File: config.mk
export PLATFORM = sky130hd
export DESIGN_NAME = ext_irq_sense
export DESIGN_NICKNAME = d
export VERILOG_FILES = /design/src/rtl/irqs_pkg.sv /design/src/rtl/irqs_sync.sv /design/src/rtl/irqs_hit.sv /design/src/rtl/ext_irq_sense.sv
export SDC_FILE = /design/constraint.sdc
export NUM_CORES = 2
export LEC_CHECK = 0
export BUFFER_PORTS_ARGS = -buffer_cell sky130_fd_sc_hd__buf_2
export CORE_MARGIN = 4
export CORE_UTILIZATION = 62
export CTS_CLUSTER_DIAMETER = 60
export DETAILED_ROUTE_END_ITERATION = 7
export GPL_TIMING_DRIVEN = 1
export HOLD_SLACK_MARGIN = 0.12
export PLACE_DENSITY = 0.79
export SETUP_SLACK_MARGIN = 0.1
export SLEW_MARGIN = 30
export SYNTH_ARGS = -nofsm -noshare
export SYNTH_HDL_FRONTEND = slang
export SYNTH_SLANG_ARGS = --single-unit
File: constraint.sdc
create_clock -name clk -period 3.07 [get_ports clk]
set_input_delay 0.4605 -clock clk [delete_from_list [all_inputs] [get_ports clk]]
set_output_delay 0.4605 -clock clk [all_outputs]
set_load 0.02 [all_outputs]
File: src/rtl/irqs_pkg.sv
package irqs_pkg;
    localparam int SENSE_W = 6;
    localparam int DATA_W  = 32;

    localparam logic [8:0] OFS_REQ  = 9'h000;
    localparam logic [8:0] OFS_ENCL = 9'h004;
    localparam logic [8:0] OFS_ENST = 9'h008;
    localparam logic [8:0] OFS_DET  = 9'h100;
    localparam logic [8:0] OFS_MON  = 9'h104;
    localparam logic [8:0] OFS_CFG  = 9'h180;

    localparam logic [SENSE_W-1:0] SN_LOW  = 6'h01;
    localparam logic [SENSE_W-1:0] SN_HIGH = 6'h02;
    localparam logic [SENSE_W-1:0] SN_FALL = 6'h04;
    localparam logic [SENSE_W-1:0] SN_RISE = 6'h08;
    localparam logic [SENSE_W-1:0] SN_BOTH = 6'h0C;
endpackage

File: src/rtl/irqs_sync.sv
module irqs_sync #(
    parameter int W = 32
) (
    input  logic         clk,
    input  logic         rst_n,
    input  logic [W-1:0] async_i,
    output logic [W-1:0] sync_o
);
    typedef struct packed {
        logic [W-1:0] s1;
        logic [W-1:0] s2;
    } sync_t;

    sync_t st_d, st_q;

    always_comb begin
        st_d    = st_q;
        st_d.s1 = async_i;
        st_d.s2 = st_q.s1;
    end

    always_ff @(posedge clk or negedge rst_n) begin
        if (!rst_n) st_q <= '0;
        else        st_q <= st_d;
    end

    assign sync_o = st_q.s2;
endmodule

File: src/rtl/irqs_hit.sv
module irqs_hit
    import irqs_pkg::*;
#(
    parameter int NPINS = 32
) (
    input  logic                          clk,
    input  logic                          rst_n,
    input  logic [NPINS-1:0]              lvl_i,
    input  logic [NPINS-1:0][SENSE_W-1:0] sense_i,
    output logic [NPINS-1:0]              lvl_hit_o,
    output logic [NPINS-1:0]              edg_hit_o
);
    logic [NPINS-1:0] prev_d, prev_q;

    always_comb prev_d = lvl_i;

    always_ff @(posedge clk or negedge rst_n) begin
        if (!rst_n) prev_q <= '0;
        else        prev_q <= prev_d;
    end

    for (genvar g = 0; g < NPINS; g++) begin : g_pin
        logic rise, fall;
        assign rise = lvl_i[g] & ~prev_q[g];
        assign fall = ~lvl_i[g] & prev_q[g];
        always_comb begin
            lvl_hit_o[g] = 1'b0;
            edg_hit_o[g] = 1'b0;
            unique case (sense_i[g])
                SN_LOW:  lvl_hit_o[g] = ~lvl_i[g];
                SN_HIGH: lvl_hit_o[g] = lvl_i[g];
                SN_FALL: edg_hit_o[g] = fall;
                SN_RISE: edg_hit_o[g] = rise;
                SN_BOTH: edg_hit_o[g] = rise | fall;
                default: ;
            endcase
        end
    end
endmodule

File: src/rtl/ext_irq_sense.sv
module ext_irq_sense
    import irqs_pkg::*;
#(
    parameter int NPINS  = 32,
    parameter int ADDR_W = 9
) (
    input  logic              clk,
    input  logic              rst_n,
    input  logic [NPINS-1:0]  pin_i,
    input  logic [ADDR_W-1:0] bus_addr,
    input  logic              bus_wr,
    input  logic              bus_rd,
    input  logic [31:0]       bus_wdata,
    output logic [31:0]       bus_rdata,
    output logic [NPINS-1:0]  irq_o
);
    localparam int CFG_W = DATA_W;

    typedef struct packed {
        logic [NPINS-1:0]            en;
        logic [NPINS-1:0]            det;
        logic [NPINS-1:0][CFG_W-1:0] cfg;
    } state_t;

    state_t st_d, st_q;

    logic [NPINS-1:0]              lvl_sync;
    logic [NPINS-1:0]              lvl_hit, edg_hit;
    logic [NPINS-1:0][SENSE_W-1:0] sense;
    logic [NPINS-1:0]              req;

    irqs_sync #(.W(NPINS)) u_sync (
        .clk     (clk),
        .rst_n   (rst_n),
        .async_i (pin_i),
        .sync_o  (lvl_sync)
    );

    for (genvar g = 0; g < NPINS; g++) begin : g_sense
        assign sense[g] = st_q.cfg[g][SENSE_W-1:0];
    end

    irqs_hit #(.NPINS(NPINS)) u_hit (
        .clk       (clk),
        .rst_n     (rst_n),
        .lvl_i     (lvl_sync),
        .sense_i   (sense),
        .lvl_hit_o (lvl_hit),
        .edg_hit_o (edg_hit)
    );

    assign req   = st_q.det & st_q.en;
    assign irq_o = req;

    // next-state: register writes, detect latching
    always_comb begin
        logic [NPINS-1:0] en_set, en_clr, det_clr;
        st_d    = st_q;
        en_set  = '0;
        en_clr  = '0;
        det_clr = '0;
        if (bus_wr) begin
            if (bus_addr == ADDR_W'(OFS_ENST)) en_set  = bus_wdata[NPINS-1:0];
            if (bus_addr == ADDR_W'(OFS_ENCL)) en_clr  = bus_wdata[NPINS-1:0];
            if (bus_addr == ADDR_W'(OFS_DET))  det_clr = bus_wdata[NPINS-1:0];
            for (int i = 0; i < NPINS; i++) begin
                if (bus_addr == ADDR_W'(OFS_CFG + 4 * i)) st_d.cfg[i] = bus_wdata;
            end
        end
        st_d.en  = (st_q.en & ~en_clr) | en_set;
        // edge hits survive a same-cycle clear; level hits yield to it
        st_d.det = edg_hit | ((st_q.det | lvl_hit) & ~det_clr);
    end

    always_ff @(posedge clk or negedge rst_n) begin
        if (!rst_n) st_q <= '0;
        else        st_q <= st_d;
    end

    // read mux
    always_comb begin
        bus_rdata = '0;
        if (bus_rd) begin
            if (bus_addr == ADDR_W'(OFS_REQ))  bus_rdata = 32'(req);
            if (bus_addr == ADDR_W'(OFS_ENCL)) bus_rdata = 32'(st_q.en);
            if (bus_addr == ADDR_W'(OFS_DET))  bus_rdata = 32'(st_q.det);
            if (bus_addr == ADDR_W'(OFS_MON))  bus_rdata = 32'(lvl_sync);
            for (int i = 0; i < NPINS; i++) begin
                if (bus_addr == ADDR_W'(OFS_CFG + 4 * i)) bus_rdata = st_q.cfg[i];
            end
        end
    end
endmodule

==> impl.org <==
** Timing
- PnR worst setup slack :: -0.838 ns
- Count of final hold-check violations :: 0
- Final number of setup-violating endpoints :: 32
- In this run the tightest slew margin relative to its limit is 0.329.
- Share of the clock period used by the worst path :: 1.27
- For the pin with the worst max-slew slack, the measured transition is 1.00 ns.
- Static timing analysis puts the maximum clock frequency at 0.256 GHz.
- RSZ-0062 raised after global routing :: true
- Final Slew Violations :: 0
- Across the routed clock network, the largest skew measured is 0.0306 ns.
- Final critical-path required period :: 3.91 ns

** Critical path
- Maximum fanout along the worst path :: 12
- In this run the critical register-to-register path is launched from u_sync.sync_o[21]$_DFF_PN0_.
- For the worst setup path, the data required time is 2.61 ns.
- CP Cell Sequence :: buf_12 -> buf_6 -> buf_6 -> and4b_1 -> buf_4 -> buf_4 -> nand2_2 -> buf_4 -> o221ai_1 -> buf_4 -> nor2_1 -> nand4b_1 -> o22ai_1 -> buf_4
- Type of origin of the critical path :: input pin
- For flop-to-flop paths, the worst setup slack is 1.22 ns.
- Slowest cell on crit path :: sky130_fd_sc_hd__nor2_1
- Cell type group with the largest total delay on the critical path :: simple AND/OR/NAND/NOR gates
- Launching element of the worst setup path :: bus_addr[5]
- Combined buffer and inverter count along the critical path :: 8
- CP most frequent cell :: sky130_fd_sc_hd__buf_4
- Crit. End Element :: output port
- Data on the critical path arrives at its endpoint at 3.45 ns.
- The setup path with the least slack is of type in2out.
- The largest single stage delay on the critical path is 0.74 ns.

** Synthesis
- Ranked by total cell area, the synthesized netlist is headed by sky130_fd_sc_hd__dfrtp_1 (53%), sky130_fd_sc_hd__mux2_2 (20%), sky130_fd_sc_hd__o21ai_0 (2.2%).
- Yosys warning count :: 0
- Post-synthesis cell type count :: 94
- After synthesis, the mean cell area works out to 12.0 µm².
- For this run, asynchronously set or reset flops after synthesis account for 1.00.
- After synthesis the netlist holds a flip-flop and latch count of 1184.
- Area of the mapped netlist :: 0.0564 mm²
- Of the post-synthesis cell area, the dominant cell type holds 0.526.
- The most used flip-flop cell after synthesis is sky130_fd_sc_hd__dfrtp_1.
- Largest area contributor in the netlist :: sky130_fd_sc_hd__dfrtp_1
- The share of the Yosys chip area taken by registers is 0.526.
- Instance count of the mapped netlist :: 4682
- Net count after synthesis :: 4823
- Post-synth EDFFs :: 0

** Cells and area
- Number of nets in the finished design :: 5705
- Layout Utilization :: 0.821
- Compared with the post-synthesis result, the final layout area differs by 31.3%.
- Leading cell type in the layout, fill and taps excluded :: sky130_fd_sc_hd__dfrtp_1
- Share of layout cells above drive strength 1 :: 0.476
- Commonest non-fill, non-tap cells in the layout :: sky130_fd_sc_hd__dfrtp_1 (1175), sky130_fd_sc_hd__mux2_2 (985), sky130_fd_sc_hd__buf_4 (694), sky130_fd_sc_hd__o21ai_0 (214), sky130_fd_sc_hd__nand2_1 (181)

** Run status
- The checks that failed: setup timing.
- Status :: finished with violations

** Power
- Power density relative to cell area :: 473 mW/mm²
- Of the total power, combinational logic draws 0.078.
- Of the total power, registers draw 0.472.
- Cell internal power was estimated by the tool at 26.1 mW.
- Fraction of power spent switching nets :: 0.253
- Across the VDD grid, the largest voltage drop is 0.495 mV.
- Leakage power figure :: 36.2 nW
- Clock share of power :: 0.450
- For this design the total switching power over the nets is 8.83 mW.

** Clock tree
- TritonCTS built the clock tree.
- In this run the deepest clock path goes through 3 buffers.
- For the worst-skew pair, the clock arrives at the later sink with an insertion delay of 0.77 ns.
- After clock tree synthesis, the clock-pin slew on the worst setup and hold paths is 0.06 ns.
- Root buffer selected by CTS :: sky130_fd_sc_hd__clkbuf_16
- CTS sink cnt :: 1184
- Deepest level of the CTS H-tree :: 4
- Inserted Clock Buffers :: 131

** Floorplanning
- Width of the die :: 310 µm
- The floorplan has 110 rows.
- From bottom edge to top edge, the die measures 310 µm.
- The die covers 0.0958 mm².
- Pin placement for this block handled 141 I/O pins.
- In this run the standard cell core region covers 0.0901 mm².
- For this configuration, the core starts out at a cell density of 0.625.

** Drt
- DRT antenna net count :: 0
- The highest layer touched by signal routing is met5.
- The pre-antenna-repair detailed-routing pass consisted of 7 iterations.
- In the final routed layout, each cell accounts on average for 36.9 µm.
- Across all layers, the routed design uses 51468 vias.
- For this run, design rule violations remaining after detail routing come to 0.
- The first routing iteration left 8427 violations.
- For this block, the routed nets add up to 253000 µm of wire.
- The routed design uses 102000 µm of met2 wire.
- After detailed routing, the wire length on met1 is 82600 µm.
- Average via count per standard cell :: 7.52
- DR WL met3 :: 39800 µm

** Global route
- GRT Util Overall :: 0.513
- Entering global routing, the biggest net connects 99 pins.
- The number of antenna violations at the first check in global routing was 14.
- The first global-routing pass estimated 353000 µm of wire.
- Vias in the first global route :: 50859
- For this run the aggregate overflow at the end of global routing stands at 0.

** Place
- Post-place setup slack :: -1.24 ns
- Placed wire-length estimate after detailed placement :: 167000 µm
- IO Port Bufs :: 140
- The congestion estimate from routability-driven global placement came to 1.07.

** Min path
- Path type of the worst min-delay path :: in2reg
- Worst min-delay path startpoint :: bus_wdata[0]

** Run
- Maximum capacitance violations :: 0
==> worst reg2reg max path: cells and delay by family, from the launching register on <==
family	cells	cell delay (ns)
flip-flops	1	0.70
AO/OA/AOI/OAI	2	0.26
adder cells (fa/ha/maj)	1	0.32
multiplexers	1	0.18
buffers and inverters	2	0.32
==> metal layers <==
layer  track usage  vias up
li1              -    19299
met1         0.623    25294
met2         0.721     5136
met3         0.204     1721
met4         0.424       18
met5       0.00297        -
==> power by group through the flow <==
| stage | clock network (mW) | registers [mW] | logic (mW) |
|---|---|---|---|
| after floorplan | 0 | 16.5 | 1.01 |
| after global placement | 0 | 16.7 | 2.25 |
| after detailed placement | 0 | 16.7 | 2.32 |
| after CTS | 15.7 | 16.4 | 2.55 |
| after global routing | 16.4 | 16.5 | 2.82 |
| final | 15.7 | 16.5 | 2.72 |
==> timing repair <==
item,CTS,global route
gates cloned,5,1
resized for setup,563,177
pin swaps,177,110
hold buffers,33,0
setup endpoints to repair,32,32
endpoints found under the hold margin,100,0
buffers inserted,128,46
==> registers in the layout, indices dropped and copies added (netlist names) <==
register / cells
u_hit.prev_q: 32
u_sync.sync_o: 32
u_sync.st_d: 32
st_q: 896
sense: 192
==> synthesized netlist by cell type, types with 12 or more instances <==
master                         n
sky130_fd_sc_hd__o2111ai_1    14
sky130_fd_sc_hd__a22o_1       24
sky130_fd_sc_hd__nor3_2       16
sky130_fd_sc_hd__o21ai_1      14
sky130_fd_sc_hd__nor3_4       13
sky130_fd_sc_hd__nor3_1       49
sky130_fd_sc_hd__mux2_1       44
sky130_fd_sc_hd__mux2_2      985
sky130_fd_sc_hd__nor4_1       17
sky130_fd_sc_hd__nand2_1     212
sky130_fd_sc_hd__a221oi_1    108
sky130_fd_sc_hd__o211ai_1     27
sky130_fd_sc_hd__a211oi_1     27
sky130_fd_sc_hd__a2111oi_0    18
sky130_fd_sc_hd__mux2i_1      42
sky130_fd_sc_hd__and2_1       34
sky130_fd_sc_hd__nor2_1      170
sky130_fd_sc_hd__nand3b_1     52
sky130_fd_sc_hd__and3_1       13
sky130_fd_sc_hd__ha_1         64
sky130_fd_sc_hd__a22oi_1     126
sky130_fd_sc_hd__o221ai_1     20
sky130_fd_sc_hd__or4_1        58
sky130_fd_sc_hd__nand4_1      14
sky130_fd_sc_hd__a21oi_1     176
sky130_fd_sc_hd__o21ai_0     250
sky130_fd_sc_hd__nand3_1      67
sky130_fd_sc_hd__buf_4        19
sky130_fd_sc_hd__o22ai_1     100
sky130_fd_sc_hd__a221o_1      32
sky130_fd_sc_hd__buf_2       159
sky130_fd_sc_hd__o2bb2ai_1    12
sky130_fd_sc_hd__clkbuf_1    174
sky130_fd_sc_hd__inv_1       105
sky130_fd_sc_hd__dfrtp_1    1184
sky130_fd_sc_hd__a222oi_1     25
sky130_fd_sc_hd__buf_1        37
==> metrics by stage <==
| stage | power (mW) | TNS (ns) | instance area, µm² | std cells | hold WS (ns) |
|---|---|---|---|---|---|
| after CTS | 34.7 | -10.96 | 72800 | 6797 | 0.235 |
| final | 35.0 | -13.79 | 74000 | 6843 | 0.293 |
| after global routing | 35.7 | -14.21 | 74000 | 6838 | 0.285 |
| after floorplan | 17.5 | 0 | 56400 | 4682 | 0.165 |
| after detailed placement | 19.0 | -25.49 | 64500 | 6410 | 0.336 |
| after global placement | 18.9 | -24.21 | 64500 | 6410 | 0.332 |
==> path summary, 6_finish.rpt <==
kind	to	cells past startpoint
max	bus_rdata[18]	14
min	st_q[1056]$_DFF_PN0_	3
max reg2reg	st_q[1045]$_DFF_PN0_	6
min reg2reg	u_sync.sync_o[14]$_DFF_PN0_	0
max in group asynchronous	st_q[911]$_DFFE_PN0P_	4
min in group asynchronous	u_sync.st_d[2]$_DFF_PN0_	2
==> cell type report <==
type	count	area [µm²]
Sequential cell	1184	29600
Clock buffer	199	3940
Antenna cell	7	17.5
Clock inverter	30	307
Fill cell	4713	16200
Tap cell	1176	1470
Inverter	107	407
Timing Repair Buffer	1146	11100
Multi-Input combinational cell	2994	27100
==> cells by family after synthesis <==
family	synth area share
AOI/OAI and AO/OA	0.130
adders and majority gates	0.0142
muxes	0.216
buffers and inverters	0.0393
DFF	0.526
and+or+nand+nor	0.0753
(Power assumes the default switching activity.)
